$ cat src/rtl/flash_bus_pkg.sv
package flash_bus_pkg;

    typedef enum logic [1:0] {
        SZ_BYTE = 2'b00,
        SZ_HALF = 2'b01,
        SZ_WORD = 2'b10,
        SZ_RSVD = 2'b11
    } xfer_size_e;

    typedef enum logic [1:0] {
        ST_IDLE,
        ST_RD_ACK,
        ST_WR_ACK,
        ST_ERR
    } bus_state_e;

    typedef struct packed {
        logic claim;
        logic legal;
        logic is_rd;
    } decode_t;

endpackage

$ cat src/rtl/flash_win_decode.sv
module flash_win_decode
    import flash_bus_pkg::*;
#(
    parameter logic [31:0] BASE       = 32'h0080_0000,
    parameter logic [31:0] SIZE_BYTES = 32'h0004_0000,
    parameter int          AW         = 16
) (
    input  logic          req,
    input  logic [31:0]   addr,
    input  logic          wr,
    input  logic [1:0]    size,
    output decode_t       dec,
    output logic [AW-1:0] word_idx
);

    localparam logic [31:0] LAST = BASE + SIZE_BYTES - 32'd1;

    logic        in_win;
    logic        aligned;
    logic [31:0] offset;
    xfer_size_e  sz;

    always_comb begin
        sz       = xfer_size_e'(size);
        in_win   = (addr >= BASE) && (addr <= LAST);
        offset   = addr - BASE;
        word_idx = offset[AW+1:2];
        unique case (sz)
            SZ_BYTE: aligned = 1'b1;
            SZ_HALF: aligned = (addr[0] == 1'b0);
            SZ_WORD: aligned = (addr[1:0] == 2'b00);
            default: aligned = 1'b0;
        endcase
        dec.claim = req && in_win;
        dec.is_rd = !wr;
        dec.legal = wr ? ((sz == SZ_WORD) && aligned) : aligned;
    end

endmodule

$ cat src/rtl/flash_sa_timer.sv
module flash_sa_timer #(
    parameter int CLK_PS = 20000,
    parameter int SA_PS  = 50000
) (
    input  logic clk,
    input  logic rst_n,
    input  logic start,
    output logic sa_en
);

    localparam int SA_RAW = (SA_PS + CLK_PS - 1) / CLK_PS;
    localparam int SA_CYC = (SA_RAW < 1) ? 1 : SA_RAW;
    localparam int CW     = (SA_CYC < 2) ? 1 : $clog2(SA_CYC);

    logic [CW-1:0] cnt_q;

    always_ff @(posedge clk or negedge rst_n) begin
        if (!rst_n) begin
            cnt_q <= '0;
        end else if (start) begin
            cnt_q <= CW'(SA_CYC - 1);
        end else if (cnt_q != '0) begin
            cnt_q <= cnt_q - 1'b1;
        end
    end

    assign sa_en = start || (cnt_q != '0);

endmodule

$ cat src/rtl/flash_wr_latch.sv
module flash_wr_latch (
    input  logic        clk,
    input  logic        rst_n,
    input  logic        accept,
    input  logic        key_acc,
    input  logic [31:0] addr,
    input  logic [31:0] wdata,
    output logic        pend_valid,
    output logic [31:0] pend_addr,
    output logic [31:0] pend_data,
    output logic        key_valid,
    output logic [31:0] key_data
);

    always_ff @(posedge clk or negedge rst_n) begin
        if (!rst_n) begin
            pend_valid <= 1'b0;
            pend_addr  <= '0;
            pend_data  <= '0;
        end else if (accept && !key_acc) begin
            pend_valid <= 1'b1;
            pend_addr  <= addr;
            pend_data  <= wdata;
        end
    end

    always_ff @(posedge clk or negedge rst_n) begin
        if (!rst_n) begin
            key_valid <= 1'b0;
            key_data  <= '0;
        end else if (accept && key_acc) begin
            key_valid <= 1'b1;
            key_data  <= wdata;
        end
    end

endmodule

$ cat src/rtl/flash_bus_ctrl.sv
module flash_bus_ctrl
    import flash_bus_pkg::*;
#(
    parameter logic [31:0] BASE       = 32'h0080_0000,
    parameter logic [31:0] SIZE_BYTES = 32'h0004_0000,
    parameter int          CLK_PS     = 20000,
    parameter int          SA_PS      = 50000,
    localparam int         AW         = $clog2(SIZE_BYTES / 4)
) (
    input  logic          clk,
    input  logic          rst_n,
    input  logic          bus_req,
    input  logic [31:0]   bus_addr,
    input  logic          bus_wr,
    input  logic [1:0]    bus_size,
    input  logic [31:0]   bus_wdata,
    input  logic          key_acc,
    output logic [31:0]   bus_rdata,
    output logic          bus_ready,
    output logic          bus_err,
    output logic [AW-1:0] arr_idx,
    input  logic [31:0]   arr_rdata,
    output logic          sa_en,
    output logic          pend_valid,
    output logic [31:0]   pend_addr,
    output logic [31:0]   pend_data,
    output logic          key_valid,
    output logic [31:0]   key_data
);

    bus_state_e  state_q, state_d;
    decode_t     dec;
    logic        idle;
    logic        rd_go;
    logic        wr_go;
    logic [31:0] rdata_q;

    flash_win_decode #(
        .BASE       (BASE),
        .SIZE_BYTES (SIZE_BYTES),
        .AW         (AW)
    ) u_dec (
        .req      (bus_req),
        .addr     (bus_addr),
        .wr       (bus_wr),
        .size     (bus_size),
        .dec      (dec),
        .word_idx (arr_idx)
    );

    assign idle  = (state_q == ST_IDLE);
    assign rd_go = idle && dec.claim && dec.legal && dec.is_rd;
    assign wr_go = idle && dec.claim && dec.legal && !dec.is_rd;

    // state register
    always_ff @(posedge clk or negedge rst_n) begin
        if (!rst_n) state_q <= ST_IDLE;
        else        state_q <= state_d;
    end

    // next state
    always_comb begin
        state_d = state_q;
        unique case (state_q)
            ST_IDLE: begin
                if (dec.claim) begin
                    if (!dec.legal)     state_d = ST_ERR;
                    else if (dec.is_rd) state_d = ST_RD_ACK;
                    else                state_d = ST_WR_ACK;
                end
            end
            ST_RD_ACK: state_d = ST_IDLE;
            ST_WR_ACK: state_d = ST_IDLE;
            ST_ERR:    state_d = ST_IDLE;
            default:   state_d = ST_IDLE;
        endcase
    end

    // outputs decoded from state
    always_comb begin
        bus_ready = 1'b0;
        bus_err   = 1'b0;
        unique case (state_q)
            ST_RD_ACK: bus_ready = 1'b1;
            ST_WR_ACK: bus_ready = 1'b1;
            ST_ERR:    bus_err   = 1'b1;
            default: ;
        endcase
    end

    // read data captured on the accepting edge
    always_ff @(posedge clk or negedge rst_n) begin
        if (!rst_n)     rdata_q <= '0;
        else if (rd_go) rdata_q <= arr_rdata;
    end
    assign bus_rdata = rdata_q;

    flash_sa_timer #(
        .CLK_PS (CLK_PS),
        .SA_PS  (SA_PS)
    ) u_sa (
        .clk   (clk),
        .rst_n (rst_n),
        .start (rd_go),
        .sa_en (sa_en)
    );

    flash_wr_latch u_wr (
        .clk        (clk),
        .rst_n      (rst_n),
        .accept     (wr_go),
        .key_acc    (key_acc),
        .addr       (bus_addr),
        .wdata      (bus_wdata),
        .pend_valid (pend_valid),
        .pend_addr  (pend_addr),
        .pend_data  (pend_data),
        .key_valid  (key_valid),
        .key_data   (key_data)
    );

endmodule

$ cat config.mk
export PLATFORM = sky130hd
export DESIGN_NAME = flash_bus_ctrl
export DESIGN_NICKNAME = d
export VERILOG_FILES = /design/src/rtl/flash_bus_pkg.sv /design/src/rtl/flash_win_decode.sv /design/src/rtl/flash_sa_timer.sv /design/src/rtl/flash_wr_latch.sv /design/src/rtl/flash_bus_ctrl.sv
export SDC_FILE = /design/constraint.sdc
export NUM_CORES = 1
export LEC_CHECK = 0
export CELL_PAD_IN_SITES_DETAIL_PLACEMENT = 0
export CELL_PAD_IN_SITES_GLOBAL_PLACEMENT = 2
export CORE_MARGIN = 2
export CORE_UTILIZATION = 40
export DETAILED_ROUTE_END_ITERATION = 8
export DONT_BUFFER_PORTS = 1
export PLACE_DENSITY = 0.88
export SYNTH_ARGS = -nofsm -noshare
export SYNTH_HDL_FRONTEND = slang
export SYNTH_SLANG_ARGS = --single-unit
$ cat constraint.sdc
create_clock -name clk -period 2.2 [get_ports clk]
set_input_delay 0.11 -clock clk [delete_from_list [all_inputs] [get_ports clk]]
set_output_delay 0.11 -clock clk [all_outputs]
set_load 0.01 [all_outputs]
### Word level (Yosys, flattened, before mapping)

Index checks and enable logic that the tools add are counted.

| word-level totals | value |
|---|---|
| output and inout port bits | 149 |
| register bits | 134 |

| operators by class | value |
|---|---|
| bitwise operators | 1 |
| mux-type cells | 10 |
| reductions and logical operators | 19 |
| magnitude comparators | 2 |
| equality and inequality tests | 6 |
| add/sub/neg operators | 2 |

Operator list:

| kind | count |
|---|---|
| $ge A32 B24 Y1 const B | 1 |
| $le A32 B24 Y1 const B | 1 |
| $sub A18 B1 Y18 const B | 1 |
| $mux W2 | 5 |
| $logic_and A1 B1 Y1 | 9 |
| $eq A2 B2 Y1 const B | 3 |
| $logic_not A2 Y1 | 3 |
| $eq A2 B1 Y1 const B | 2 |
| $pmux W2 S2 | 1 |
| $reduce_bool A2 Y1 | 2 |
| $mux W1 | 3 |
| $pmux W1 S3 | 1 |
| $reduce_or A3 Y1 | 1 |
| $logic_not A1 Y1 | 2 |
| $ne A2 B2 Y1 const B | 1 |
| $reduce_or A2 Y1 | 1 |
| $sub A2 B1 Y2 const B | 1 |
| $logic_or A1 B1 Y1 | 1 |
| $not A1 Y1 | 1 |

### Depth between registers and ports, before layout

Gate-level depths: netlist of the first run.

| logic depth | value |
|---|---|
| depth in word-level cells | 7 |
| depth in mapped cells | 7 |
| gate-level depth less buffers | 5 |

### By module

A second synthesis of the first run with hierarchy kept.

| second synthesis, totals | value |
|---|---|
| cells, all modules | 329 |
| area total of the unflattened synthesis | 5,688.0 µm² |

By module, submodules not included:

| module | cells each | times used | area an instance (µm²) |
|---|---|---|---|
| flash_wr_latch | 208 | 1 | 3,913.8 |
| flash_bus_ctrl | 84 | 1 | 1,480.2 |
| flash_win_decode | 26 | 1 | 182.7 |
| flash_sa_timer | 11 | 1 | 111.4 |

### Worst setup path after synthesis of the first run

OpenSTA, ideal clock, no wires.

| timing | value |
|---|---|
| path type | register -> register |
| start | register state_q[0] |
| end | register u_wr.key_data[0] |
| data arrival time | 1,808 ps |
| buffers on the path | 2 |
| path slack | 267 ps |
| setup time | 125 ps |
| cell stages (with the launch flop) | 8 |
| path through | dfrtp_1 > inv_1 > ha_1 > nand3_1 > or4_4 > buf_6 > buf_12 > mux2_4 |

| on the way | value |
|---|---|
| word-level cells in the longest chain between the ends | 5 |

RTL lines:

| item | RTL line | text |
|---|---|---|
| from (decl) | flash_bus_ctrl.sv:31 | `bus_state_e state_q, state_d;` |
| from (signal assigned) | flash_bus_ctrl.sv:58 | `else state_q <= state_d;` |
| $logic_not A2 Y1 | flash_bus_ctrl.sv:51 | `assign idle = (state_q == ST_IDLE);` |
| $logic_and A1 B1 Y1 (3 in a row) | flash_bus_ctrl.sv:53 | `assign wr_go = idle && dec.claim && dec.legal && !dec.is_rd;` |
| $logic_and A1 B1 Y1 | flash_wr_latch.sv:31 | `end else if (accept && key_acc) begin` |
| to (signal assigned) | flash_wr_latch.sv:33 | `key_data <= wdata;` |
| to (decl) | flash_wr_latch.sv:12 | `output logic [31:0] key_data` |

No other way between the ends.
A chain may end at the register's enable or synchronous reset.

### Final worst setup path of the first run

| timing | value |
|---|---|
| start | register state_q[0] |
| end | register u_wr.pend_addr[3] |

| on the way | value |
|---|---|
| word-level cells in the longest chain between the ends | 5 |

RTL lines:

| item | RTL line | text |
|---|---|---|
| $logic_not A2 Y1 | flash_bus_ctrl.sv:51 |  |
| $logic_and A1 B1 Y1 (3 in a row) | flash_bus_ctrl.sv:53 |  |
| $logic_and A1 B1 Y1 | flash_wr_latch.sv:20 | `end else if (accept && !key_acc) begin` |
| to (signal assigned) | flash_wr_latch.sv:22 | `pend_addr <= addr;` |
| to (decl) | flash_wr_latch.sv:9 | `output logic [31:0] pend_addr,` |

No other way between the ends.

==> results.yml, run 1 <==
status:
  status: "finished, violations left"
  violations: "hold timing"
yosys:
  synth_warnings: 0
  synth_enable_flop_cells: 0
  synthTopCellsByCount: "dfrtp_1 (134), mux2_2 (81), mux2_4 (29)"
  yosysTopAreaCell: "dfrtp_1"
  synth.cell_area_sq_um: 5350
  synth_cell_types: 28
  yosysMostFrequentCell: "dfrtp_1"
  seq_area_frac_synth_pct: 62.7
  synth_top_area_share_pct: 62.7
  synth_seq_cells: 134
  synth_area_leaders: "dfrtp_1 (63%), mux2_2 (17%), mux2_4 (8.1%), buf_4 (2.7%), nor2b_1 (1.8%)"
  synth-async-reset-ratio_pct: 100
  syn_avg_cell_area_sq_um: 16.3
  ys.flop_type: "dfrtp_1"
  synthCells: 328
  syn-num-nets: 435
clock_tree:
  cts_max_level: 4
  cts.path.max_buffers: 2
  clkTransAtPathRegs_ns: 0.06
  numClockSinks: 134
  cts_resized: 0
  cts_root_buf: "clkbuf_16"
  cts_inserted_buffers: 17
  post_cts_buffers: 0
  clock_latency_ns: 0.41
  tritoncts: "yes"
  cts_hold_buf: 81
timing:
  hold_viol_final: 134
  maxSlewViolCount: 0
  rsz0062_at_grt: "no"
  slew_headroom_pct: 76.1
  hold_ws_ns: -0.606
  finClkSkew_ns: 0.00514
  timing.setup.tns_ns: 0
  finalCritPeriodShare_pct: 93.7
  setup_viol: 0
  fin_crit_ns: 2.06
  tightest_slew_ns: 0.354
  max_freq_ghz: 0.485
global_routing:
  grt_pass1_vias: 3183
  antenna_found_initial: 0
  grt_max_degree: 135
  grt-ovfl-total: 0
  grt_pass1_wl_um: 17500
  grt_usage_pct: 16.0
routing:
  wl_per_cell_um: 18.9
  vias: 2933
  drtAntennaViolNets: 0
  dr.pass1.iters: 4
  drc: 0
  drt_iter0_drc: 146
  routed_wl_um: 11100
  vias_per_cell: 4.97
floorplanning:
  die_h_um: 120
  dieWidth_um: 120
  dieArea_sq_um: 14300
  core_sq_um: 13100
  start_util_pct: 40.7
  rows: 42
  io_pins: 252
worst_setup_path:
  crit_path_start_kind: "flip-flop"
  cp-startpoint: "state_q[0]"
  crit_required_ns: 2.49
  timing.rr.start: "state_q[0]"
  r2r_slack_ns: 0.14
  arrival_ns: 2.35
  crit_path_end_kind: "flip-flop"
  critPathKind: "flip-flop to flip-flop"
  path_max_fanout: 65
finish:
  nets: 508
  area_growth_pct: 27.0
  n_antenna_cell: 0
  drive_above_1_share_pct: 36.5
placed_design:
  dpl.hpwl_um: 6980
  port_buffers: 0
  routabilityCongestion: 0.702
power:
  ir_drop_uv: 411
  p_per_area_nw_per_um2: 840
  p_leak_nw: 3.47
worst_hold_path:
  min_path_type: "input pin to asynchronous set/reset pin"
flow_run:
  max_cap_viol_count: 0
[flip-flops by register name (all words and copies together), names as in the netlist]
name	flops
u_wr.pend_data	32
state_q	2
bus_rdata	32
u_wr.key_valid	1
u_sa.cnt_q	2
u_wr.key_data	32
u_wr.pend_valid	1
u_wr.pend_addr	32
[where the power goes]
| group | internal, mW | leakage (nW) | total [mW] | switching [mW] |
|---|---|---|---|---|
| clock | 1.81 | 0.290 | 2.83 | 1.02 |
| sequential | 2.51 | 1.87 | 2.53 | 0.0212 |
| combinational | 0.195 | 1.31 | 0.355 | 0.160 |
| total | 4.51 | 3.47 | 5.71 | 1.20 |
[final timing paths]
check	to	cells past startpoint
min reg2reg	u_sa.cnt_q[1]	1
max	u_wr.pend_addr[3]	6
max reg2reg	u_wr.pend_addr[3]	6
max in group asynchronous	u_wr.pend_addr[13]	0
min in group clk	u_sa.cnt_q[0]	3
min	u_wr.pend_data[28]	0
[placed cells by master (no fill, tap or decap), drive strengths merged]
cell / netlist / layout
mux2i: 2 / 2
inv: 5 / 6
or4: 2 / 2
dlygate4sd3: 0 / 81
nor2b: 15 / 15
bufinv: 0 / 3
nand2b: 2 / 2
buf: 30 / 3
nor3: 1 / 1
nor2: 3 / 3
clkinv: 0 / 6
nor4b: 1 / 1
a211o: 1 / 1
clkbuf: 0 / 20
nand4b: 1 / 1
clkinvlp: 0 / 2
nand2: 4 / 4
nor4: 3 / 3
ha: 4 / 4
or2: 2 / 2
dfrtp: 134 / 134
mux2: 112 / 112
o21ai: 4 / 4
nand3: 1 / 1
xor2: 1 / 1
[routing by layer]
| layer | part of all wire [%] | vias to the layer above | track usage, % |
|---|---|---|---|
| li1 | - | 1263 | - |
| met1 | 36 | 1476 | 17.4 |
| met2 | 52 | 174 | 27.1 |
| met3 | 11 | 20 | 6.80 |
| met4 | 1.8 | 0 | 7.28 |
| met5 | 0 | - | 0 |
[critical path: stages (launching register included)]
cell     delay [ns]
dfrtp_1        0.38
inv_1          0.10
ha_1           0.17
nand3_1        0.16
nor4_2         0.36
buf_12         0.31
mux2_2         0.39
[layout make-up]
cell class | instances | area [sq um]
Tap cell | 176 | 220
Inverter | 5 | 18.8
Sequential cell | 134 | 3350
Clock buffer | 20 | 447
Fill cell | 1071 | 6340
Timing Repair Buffer | 84 | 871
Multi-Input combinational cell | 159 | 1740
Clock inverter | 12 | 151
[cells by family after synthesis]
group	synth area share, %
AO/OA/AOI/OAI	0.538
XOR/XNOR	0.164
adder cells (fa/ha/maj)	0.935
buffers and inverters	5.00
flip-flops	62.7
multiplexers	26.0
AND/OR/NAND/NOR	4.72
[through the flow]
stage	power [mW]	setup WS, ns	util [%]	area (sq um)	instances
global route	5.95	0.0114	51.7	6800	590
CTS	5.79	0.136	51.7	6800	590
floorplan	2.79	0.267	-	5350	328
global placement	2.79	0.205	41.0	5390	477
finish	5.71	0.139	51.7	6800	590
detailed placement	2.80	0.154	41.0	5390	477
No activity file was read; power rests on OpenSTA's default activity.
==> run 2: changes to the inputs <==
PLACE_DENSITY = 0.8   (was 0.88)
==> run 2 against run 1 <==
The run still ends with hold timing left. Global-route usage decreased by 0.29 points. First-iteration DRC count decreased by 2.1%. Flip-flop and latch count unchanged. Worst setup slack improved by 0.019 ns. Clock-buffer cell count increased by 3. Clock power increased by 6%. Hold slack improved by 0.0053 ns. Critical path depth increased by 1. Final cell count increased by 0.68%. Largest power group unchanged.
==> results.yml, run 2 (synthesized netlist as in run 1, its figures left out) <==
floorplanning:
  dieWidth_um: 120
  io_pins: 252
  start_util_pct: 40.7
  dieArea_sq_um: 14300
  die_h_um: 120
  rows: 42
  core_sq_um: 13100
finish:
  final_common_cell: "dfrtp_1"
  drive_above_1_share_pct: 37.6
  most-common-layout-cells: "dfrtp_1 (134), mux2_2 (81), dlygate4sd3_1 (81), mux2_4 (29), clkbuf_16 (17)"
  area_growth_pct: 28.5
  design_area_sq_um: 6880
  nets: 512
  n_antenna_cell: 0
  fill_cells: 1082
global_routing:
  antenna_found_initial: 0
  grt_usage_pct: 15.7
  grt_pass1_vias: 3190
  grt_pass1_wl_um: 17300
  grt-ovfl-total: 0
  grt_max_degree: 135
timing:
  rsz0062_at_grt: "no"
  tightest_slew_ns: 0.360
  finalCritPeriodShare_pct: 92.8
  fin_crit_ns: 2.04
  slew_headroom_pct: 75.8
  hold_ws_ns: -0.600
  finClkSkew_ns: 0.00424
  max_freq_ghz: 0.490
  timing.setup.tns_ns: 0
  maxSlewViolCount: 0
  setup_viol: 0
  setup_slack_ns: 0.159
  hold_viol_final: 134
placed_design:
  port_buffers: 0
  routabilityCongestion: 0.719
  place_area_sq_um: 5420
  pre_cts_ws_ns: 0.130
  dpl.hpwl_um: 7170
power:
  p_switching_mw: 1.20
  pwr-share-comb_pct: 5.9
  ir_drop_uv: 464
  p_int_mw: 4.67
  p_leak_nw: 3.51
  p_seq_share_pct: 43.1
  p_sw_share_pct: 20.4
  p_per_area_nw_per_um2: 854
  total_power_mw: 5.87
  clock_power_share_pct: 51.0
flow_run:
  max_cap_viol_count: 0
routing:
  routed-wl-met3_um: 990
  highest_layer: "met4"
  dr_wl_met2_um: 5430
  dr.pass1.iters: 2
  drc: 0
  vias: 2875
  wl_per_cell_um: 18.3
  wl_met1_um: 4280
  routed_wl_um: 10900
  drtAntennaViolNets: 0
  drt_iter0_drc: 143
  vias_per_cell: 4.84
worst_setup_path:
  critPathKind: "flip-flop to flip-flop"
  cp-startpoint: "state_q[0]"
  cp_slowest_cell: "dfrtp_1"
  path_max_fanout: 36
  r2r_slack_ns: 0.16
  crit_required_ns: 2.49
  regToRegEndpoint: "u_wr.pend_addr[4]"
  max_stage_delay_ns: 0.38
  arrival_ns: 2.33
  timing.rr.start: "state_q[0]"
  reg2reg_depth: 7
  crit_path_end_kind: "flip-flop"
  crit_path_start_kind: "flip-flop"
  cp_cell_sequence: "inv_1, ha_1, nand3_1, nor4_2, buf_4, buf_12, mux2_2"
clock_tree:
  cts.path.max_buffers: 2
  post_cts_buffers: 0
  tritoncts: "yes"
  clock_latency_ns: 0.40
  cts_inserted_buffers: 17
  cts_root_buf: "clkbuf_16"
  numClockSinks: 134
  cts_hold_buf: 81
  clkTransAtPathRegs_ns: 0.06
  cts_max_level: 4
status:
  status: "finished, violations left"
  violations: "hold timing"
worst_hold_path:
  min_path_type: "input pin to asynchronous set/reset pin"
## run 2: worst max path at each step
stage | to | slack (ns) | depth (start not counted)
finish | u_wr.pend_addr[4] | 0.16 | 7
global route | sa_en | 0.01 | 6
CTS | u_wr.pend_data[14] | 0.12 | 6
detailed placement | u_wr.pend_data[14] | 0.13 | 6
global placement | u_wr.pend_addr[8] | 0.20 | 6
floorplan | u_wr.key_data[0] | 0.27 | 7
## run 2: power by group through the flow
stage / clock (mW) / combinational [mW] / sequential, mW
finish: 3.00 / 0.349 / 2.53
global route: 3.18 / 0.394 / 2.53
CTS: 3.07 / 0.351 / 2.53
detailed placement: 0 / 0.225 / 2.57
global placement: 0 / 0.215 / 2.57
floorplan: 0 / 0.220 / 2.57
## run 2: repair_timing
action                                 4_1_cts  5_1_grt
resized for setup                            0        1
endpoints found under the hold margin      247      134
setup endpoints to repair                    0        1
## run 2: metrics by stage
stage / std cells / util [%]
2_1_floorplan: 328 / -
3_3_place_gp: 481 / 41.2
3_5_place_dp: 481 / 41.2
4_1_cts: 594 / 52.3
5_1_grt: 594 / 52.4
6_report: 594 / 52.4
## run 2: routing by layer
metal,vias to the layer above,track usage [%]
li1,1269,-
met1,1435,18.5
met2,157,25.6
met3,14,6.27
met4,0,6.47
met5,-,0
## run 2: layout make-up
cell class	count	area, sq um	area share (%)
Clock buffer	23	508	7.39
Tap cell	176	220	3.20
Sequential cell	134	3350	48.8
Inverter	5	18.8	0.273
Timing Repair Buffer	88	905	13.2
Multi-Input combinational cell	159	1740	25.3
Clock inverter	9	136	1.98
## run 2: worst max-delay path, delay by kind of cell (launching register included)
kind | cells | cell delay (ns)
buffers and inverters | 3 | 0.48
adder cells (fa/ha/maj) | 1 | 0.17
multiplexers | 1 | 0.37
flip-flops | 1 | 0.38
AND/OR/NAND/NOR | 2 | 0.50
